[src/rtl/wdog_pkg.sv]
package wdog_pkg;
  localparam int CODE_W = 4;

  typedef struct packed {
    logic run;      // counter may advance
    logic restart;  // force count back to zero
  } wdogStrobe_t;
endpackage

[src/rtl/wdog_count.sv]
module wdog_count
  import wdog_pkg::*;
#(
  parameter int BASE_TICKS = 2048,
  parameter int MAX_CODE   = 9
) (
  input  logic              clk,
  input  logic              rstN,
  input  logic              tick,
  input  wdogStrobe_t       strobe,
  input  logic [CODE_W-1:0] presCode,
  output logic              timeout
);
  localparam int MAX_LIMIT = BASE_TICKS << MAX_CODE;
  localparam int CNT_W     = $clog2(MAX_LIMIT) + 1;
  localparam logic [CODE_W-1:0] TOP_CODE = CODE_W'(MAX_CODE);

  logic [CNT_W-1:0]  count;
  logic [CODE_W-1:0] effCode;
  logic [CNT_W-1:0]  lastCount;

  // reserved codes fold onto the longest period
  assign effCode   = (presCode > TOP_CODE) ? TOP_CODE : presCode;
  assign lastCount = (CNT_W'(BASE_TICKS) << effCode) - CNT_W'(1);
  assign timeout   = strobe.run && !strobe.restart && tick && (count == lastCount);

  always_ff @(posedge clk or negedge rstN) begin
    if (!rstN) begin
      count <= '0;
    end else if (strobe.restart) begin
      count <= '0;
    end else if (strobe.run && tick) begin
      count <= timeout ? '0 : count + CNT_W'(1);
    end
  end
endmodule

[src/rtl/wdog_ctrl.sv]
module wdog_ctrl
  import wdog_pkg::*;
#(
  parameter int CE_WINDOW = 4
) (
  input  logic              clk,
  input  logic              rstN,
  input  logic              wrEn,
  input  logic [7:0]        wrData,
  input  logic              kick,
  input  logic              irqAck,
  input  logic [1:0]        safetyLevel,
  input  logic              resetFlag,
  input  logic              timeout,
  output logic [7:0]        ctrlOut,
  output logic              irqReq,
  output logic              resetReq,
  output wdogStrobe_t       strobe,
  output logic [CODE_W-1:0] presCode
);
  localparam int CE_W = $clog2(CE_WINDOW + 1);

  logic            flagQ, irqEnQ, enQ, resetQ;
  logic [CODE_W-1:0] presQ;
  logic [CE_W-1:0] guardCnt;

  logic guardOpen, openWrite, lockOn, presChange;
  logic [CODE_W-1:0] newPres;

  assign guardOpen  = (guardCnt != '0);
  assign openWrite  = wrEn && wrData[4] && wrData[3];
  assign lockOn     = safetyLevel[1] || (safetyLevel == 2'd1 && resetFlag);
  assign newPres    = {wrData[5], wrData[2:0]};
  assign presChange = wrEn && guardOpen && (newPres != presQ);

  assign strobe.run     = enQ || irqEnQ;
  assign strobe.restart = kick || presChange || !(enQ || irqEnQ);

  always_ff @(posedge clk or negedge rstN) begin
    if (!rstN) begin
      flagQ    <= 1'b0;
      irqEnQ   <= 1'b0;
      enQ      <= 1'b0;
      resetQ   <= 1'b0;
      presQ    <= '0;
      guardCnt <= '0;
    end else begin
      // guard window
      if (openWrite)      guardCnt <= CE_W'(CE_WINDOW);
      else if (wrEn)      guardCnt <= '0;
      else if (guardOpen) guardCnt <= guardCnt - CE_W'(1);

      // enable: set freely, cleared only inside the window, forced by locks
      if (lockOn)                      enQ <= 1'b1;
      else if (wrEn && wrData[3])      enQ <= 1'b1;
      else if (wrEn && guardOpen)      enQ <= 1'b0;

      if (wrEn && guardOpen) presQ <= newPres;

      // interrupt enable: software write, auto-clear in combined mode
      if (timeout && irqEnQ && enQ) irqEnQ <= 1'b0;
      else if (wrEn)                irqEnQ <= wrData[6];

      // timeout flag: set wins over clear
      if (timeout && irqEnQ)                    flagQ <= 1'b1;
      else if (irqAck || (wrEn && wrData[7]))   flagQ <= 1'b0;

      resetQ <= timeout && enQ && !irqEnQ;
    end
  end

  assign presCode = presQ;
  assign ctrlOut  = {flagQ, irqEnQ, presQ[3], guardOpen, enQ, presQ[2:0]};
  assign irqReq   = flagQ && (irqEnQ || enQ);
  assign resetReq = resetQ;
endmodule

[src/rtl/watchdog_unit.sv]
module watchdog_unit
  import wdog_pkg::*;
#(
  parameter int BASE_TICKS = 2048,
  parameter int MAX_CODE   = 9,
  parameter int CE_WINDOW  = 4
) (
  input  logic       clk,
  input  logic       rstN,
  input  logic       tick,
  input  logic       kick,
  input  logic       wrEn,
  input  logic [7:0] wrData,
  output logic [7:0] ctrlOut,
  input  logic       irqAck,
  input  logic [1:0] safetyLevel,
  input  logic       resetFlag,
  output logic       irqReq,
  output logic       resetReq
);
  wdogStrobe_t       strobe;
  logic [CODE_W-1:0] presCode;
  logic              timeout;

  wdog_ctrl #(.CE_WINDOW(CE_WINDOW)) u_ctrl (
    .clk(clk), .rstN(rstN), .wrEn(wrEn), .wrData(wrData), .kick(kick),
    .irqAck(irqAck), .safetyLevel(safetyLevel), .resetFlag(resetFlag),
    .timeout(timeout), .ctrlOut(ctrlOut), .irqReq(irqReq),
    .resetReq(resetReq), .strobe(strobe), .presCode(presCode)
  );

  wdog_count #(.BASE_TICKS(BASE_TICKS), .MAX_CODE(MAX_CODE)) u_count (
    .clk(clk), .rstN(rstN), .tick(tick), .strobe(strobe),
    .presCode(presCode), .timeout(timeout)
  );
endmodule

[config.mk]
export PLATFORM = sky130hd
export DESIGN_NAME = watchdog_unit
export DESIGN_NICKNAME = d
export VERILOG_FILES = /design/src/rtl/wdog_pkg.sv /design/src/rtl/wdog_count.sv /design/src/rtl/wdog_ctrl.sv /design/src/rtl/watchdog_unit.sv
export SDC_FILE = /design/constraint.sdc
export NUM_CORES = 1
export LEC_CHECK = 0
export BUFFER_PORTS_ARGS = -buffer_cell sky130_fd_sc_hd__buf_4
export CORE_MARGIN = 2
export CORE_UTILIZATION = 45
export CTS_CLUSTER_DIAMETER = 60
export DETAILED_ROUTE_END_ITERATION = 7
export GPL_TIMING_DRIVEN = 0
export HOLD_SLACK_MARGIN = 0.08
export PLACE_DENSITY = 0.69
export SYNTH_ARGS = -nofsm -noshare
export SYNTH_HDL_FRONTEND = slang
export SYNTH_SLANG_ARGS = --single-unit
[constraint.sdc]
create_clock -name clk -period 7.3 [get_ports clk]
set_clock_uncertainty 0.2 [all_clocks]
set_input_delay 1.095 -clock clk [delete_from_list [all_inputs] [get_ports clk]]
set_output_delay 1.095 -clock clk [all_outputs]
set_load 0.1 [all_outputs]
==> load_flow_metrics.sql <==
INSERT INTO impl_metrics (metric_group, metric, value, unit) VALUES
('critical_path', 'crit_path_top_delay_cell', 'or4b_2', ''),
('sta', 'finalMaxSlewViolations', '0', ''),
('die', 'core_area', '0.00469', 'mm²'),
('die', 'initial_utilization', '0.465', ''),
('logic_synthesis', 'yosysWarnings', '0', ''),
('cells_and_area', 'post_route_cells_drive_above_1_share', '0.171', ''),
('cells_and_area', 'area_growth', '16.0', '%'),
('critical_path', 'worst_r2r_endpoint', 'u_count.count[17]$_DFFE_PN0P_', ''),
('logic_synthesis', 'synth_edf_count', '0', ''),
('global_route', 'grt_overflow', '0', ''),
('die', 'die-height', '73.6', 'µm'),
('routing', 'drt.antenna.violating_nets', '0', ''),
('cts', 'buffer_type_at_the_clock_tree_root', 'clkbuf_8', ''),
('die', 'dieArea', '0.00542', 'mm²'),
('power_and_ir_drop', 'total_power', '754', 'µW'),
('sta', 'timing.final.hold_violations', '0', ''),
('logic_synthesis', 'synthesized_area', '0.00218', 'mm²'),
('critical_path', 'arrival', '3.35', 'ns'),
('cells_and_area', 'design.final.nets', '318', ''),
('sta', 'worst_pin_slew', '0.840', 'ns'),
('routing', 'via_density', '5.62', ''),
('min_path', 'hold_path_end', 'u_count.count[1]$_DFFE_PN0P_', ''),
('cts', 'cts.path.max_buffers', '2', ''),
('routing', 'routed.top_layer', 'met4', ''),
('logic_synthesis', 'per_instance_average_area_after_synthesis', '8.22', 'µm²'),
('die', 'die_w', '73.6', 'µm'),
('routing', 'drt_first_pass_iters', '4', ''),
('sta', 'final.min_clock_period', '3.36', 'ns'),
('logic_synthesis', 'synthArstFlopShare', '1.00', ''),
('routing', 'avg_wl_per_cell', '13.7', 'µm'),
('critical_path', 'worst_setup_path_end_kind', 'flop', ''),
('logic_synthesis', 'synth_top_cell_by_area', 'dfrtp_1', ''),
('die', 'placementRows', '25', ''),
('run_status', 'outcome', 'completed', ''),
('routing', 'detailed_routing_wirelength_on_met1', '2.26', 'mm'),
('cts', 'cts-buffers-inserted', '5', ''),
('logic_synthesis', 'synth_nets', '286', ''),
('sta', 'rsz0062_at_grt', 'false', ''),
('die', 'io_pins', '27', ''),
('logic_synthesis', 'yosys-top-cells-area', 'dfrtp_1, nand2_1, o211ai_1, nor2_1, xor2_1', ''),
('cts', 'postCtsSetupRepairBufs', '0', ''),
('min_path', 'min_delay_path_depth', '2', ''),
('global_route', 'vias_in_the_first_global_route', '1818', ''),
('logic_synthesis', 'post_synth_num_cell_types', '50', ''),
('sta', 'max_freq', '298', 'MHz'),
('critical_path', 'regToRegStartpoint', 'u_ctrl.presCode[2]$_DFFE_PN0P_', ''),
('global_route', 'grt_max_degree', '33', ''),
('logic_synthesis', 'synth-seq-cells', '32', ''),
('power_and_ir_drop', 'power.density_cell_area', '298', 'mW/mm²'),
('cts', 'path_clk_slew', '0.07', 'ns'),
('logic_synthesis', 'synth_cells', '265', ''),
('cts', 'clkLatencyLatePin', '0.29', 'ns'),
('cts', 'post_cts_resized', '0', ''),
('logic_synthesis', 'seq_area_frac_synth', '0.367', ''),
('global_route', 'antenna_found_initial', '0', ''),
('routing', 'detailroute.via_count', '1979', ''),
('run', 'timing.max_cap.violations', '0', ''),
('min_path', 'worstHoldPathType', 'reg2reg', ''),
('cells_and_area', 'antenna-diode-count', '0', ''),
('cts', 'cts_tree', 'yes', ''),
('global_route', 'grt_pass1_wl', '8.46', 'mm'),
('power_and_ir_drop', 'vdd_ir_drop_max', '0.201', 'mV'),
('routing', 'route.met3.wl', '129', 'µm'),
('routing', 'drt_drc_violations_left', '0', ''),
('critical_path', 'rr_worst_depth', '9', ''),
('critical_path', 'nature_of_the_critical_path_startpoint', 'flop', ''),
('global_route', 'grtUsageTotal', '0.202', ''),
('cts', 'htree_num_levels', '2', ''),
('sta', 'setup_violations', '0', ''),
('min_path', 'min_from', 'u_count.count[1]$_DFFE_PN0P_', ''),
('critical_path', 'setup.worst_path.class', 'reg2reg', '');
==> logic make-up after synthesis <==
group,share of synthesized area
muxes,0.0247
xor gates and xnor gates,0.0402
adders and majority gates,0.0230
DFF,0.367
buffers and inverters,0.0695
AOI/OAI and AO/OA,0.192
and+or+nand+nor,0.284
==> placed cells by master (no fill, tap or decap), types with 5 or more instances in the layout <==
cell type  instances
clkbuf_1          11
o21ai_0            8
buf_4             30
nand4_1            5
and3_1             5
o211ai_1          17
dfrtp_1           32
xor2_1             7
nor3_1             9
inv_1             11
nor2_1            22
o221ai_1           5
clkbuf_8           6
nand2_1           51
nand3_1            6
a31oi_1            5
==> power breakdown <==
part / switching (mW) / leakage, nW / internal [mW]
combinational: 0.272 / 0.614 / 0.118
clock: 0.0659 / 0.0445 / 0.0765
sequential: 0.0223 / 0.428 / 0.198
==> how the worst max path moves through the flow <==
stage / slack, ns / end / startpoint / cells past startpoint
global route: 3.80 / u_count.count[17]$_DFFE_PN0P_ / u_ctrl.presCode[2]$_DFFE_PN0P_ / 9
finish: 3.94 / u_count.count[17]$_DFFE_PN0P_ / u_ctrl.presCode[2]$_DFFE_PN0P_ / 9
floorplan: 3.83 / u_count.count[16]$_DFFE_PN0P_ / u_ctrl.presCode[2]$_DFFE_PN0P_ / 9
detailed placement: 3.99 / u_count.count[17]$_DFFE_PN0P_ / u_ctrl.presCode[2]$_DFFE_PN0P_ / 9
global placement: 3.97 / u_count.count[17]$_DFFE_PN0P_ / u_ctrl.presCode[2]$_DFFE_PN0P_ / 9
CTS: 3.96 / u_count.count[17]$_DFFE_PN0P_ / u_ctrl.presCode[2]$_DFFE_PN0P_ / 9
==> worst max-delay path, delay by kind of cell, from the launching register on <==
family | cells | cell delay (ns)
buffers and inverters | 1 | 0.16
and+or+nand+nor | 3 | 1.44
AOI/OAI and AO/OA | 4 | 0.72
adders and majority gates | 1 | 0.31
DFF | 1 | 0.43
==> state kept, by name, indices dropped and copies added (netlist names) <==
name	flops
u_ctrl.enQ	1
u_ctrl.resetReq	1
u_ctrl.presCode	4
u_ctrl.flagQ	1
u_ctrl.irqEnQ	1
u_count.count	21
u_ctrl.guardCnt	3
==> area by class of cell <==
type / count / area [µm²]
repair buffers: 25 / 188
flip-flops and latches: 32 / 801
plain buffers: 21 / 110
well taps: 54 / 67.6
inverters: 11 / 41.3
clock inverters: 1 / 7.51
multi-input cells: 201 / 1230
fillers: 447 / 2160
clock buffers: 7 / 86.3
==> cell usage after synthesis, drive strengths merged, types with 2 or more instances <==
master / number
clkbuf: 10
a211oi: 3
mux2: 3
nor4: 5
nor2b: 3
mux2i: 2
and3: 5
o221ai: 5
xor2: 7
nand2b: 4
o31ai: 3
nand2: 51
a21oi: 4
nand3: 7
dfrtp: 32
buf: 11
nor4b: 2
ha: 4
nor3: 9
nor2: 22
xnor2: 3
o21a: 3
a221oi: 2
o211ai: 17
a31oi: 5
o21ai: 9
and2: 4
inv: 11
nand4: 5
==> layer usage <==
| metal | track usage | vias up |
|---|---|---|
| met5 | 0 | - |
| met4 | 0.0667 | 0 |
| met3 | 0.0329 | 7 |
| met2 | 0.335 | 24 |
| met1 | 0.268 | 936 |
| li1 | - | 1012 |
==> stage by stage <==
stage,std cells,utilization
CTS,352,0.539
global route,352,0.539
global placement,344,0.519
finish,352,0.539
detailed placement,344,0.519
floorplan,265,-
Note: power is estimated with default switching activity, not from simulation.
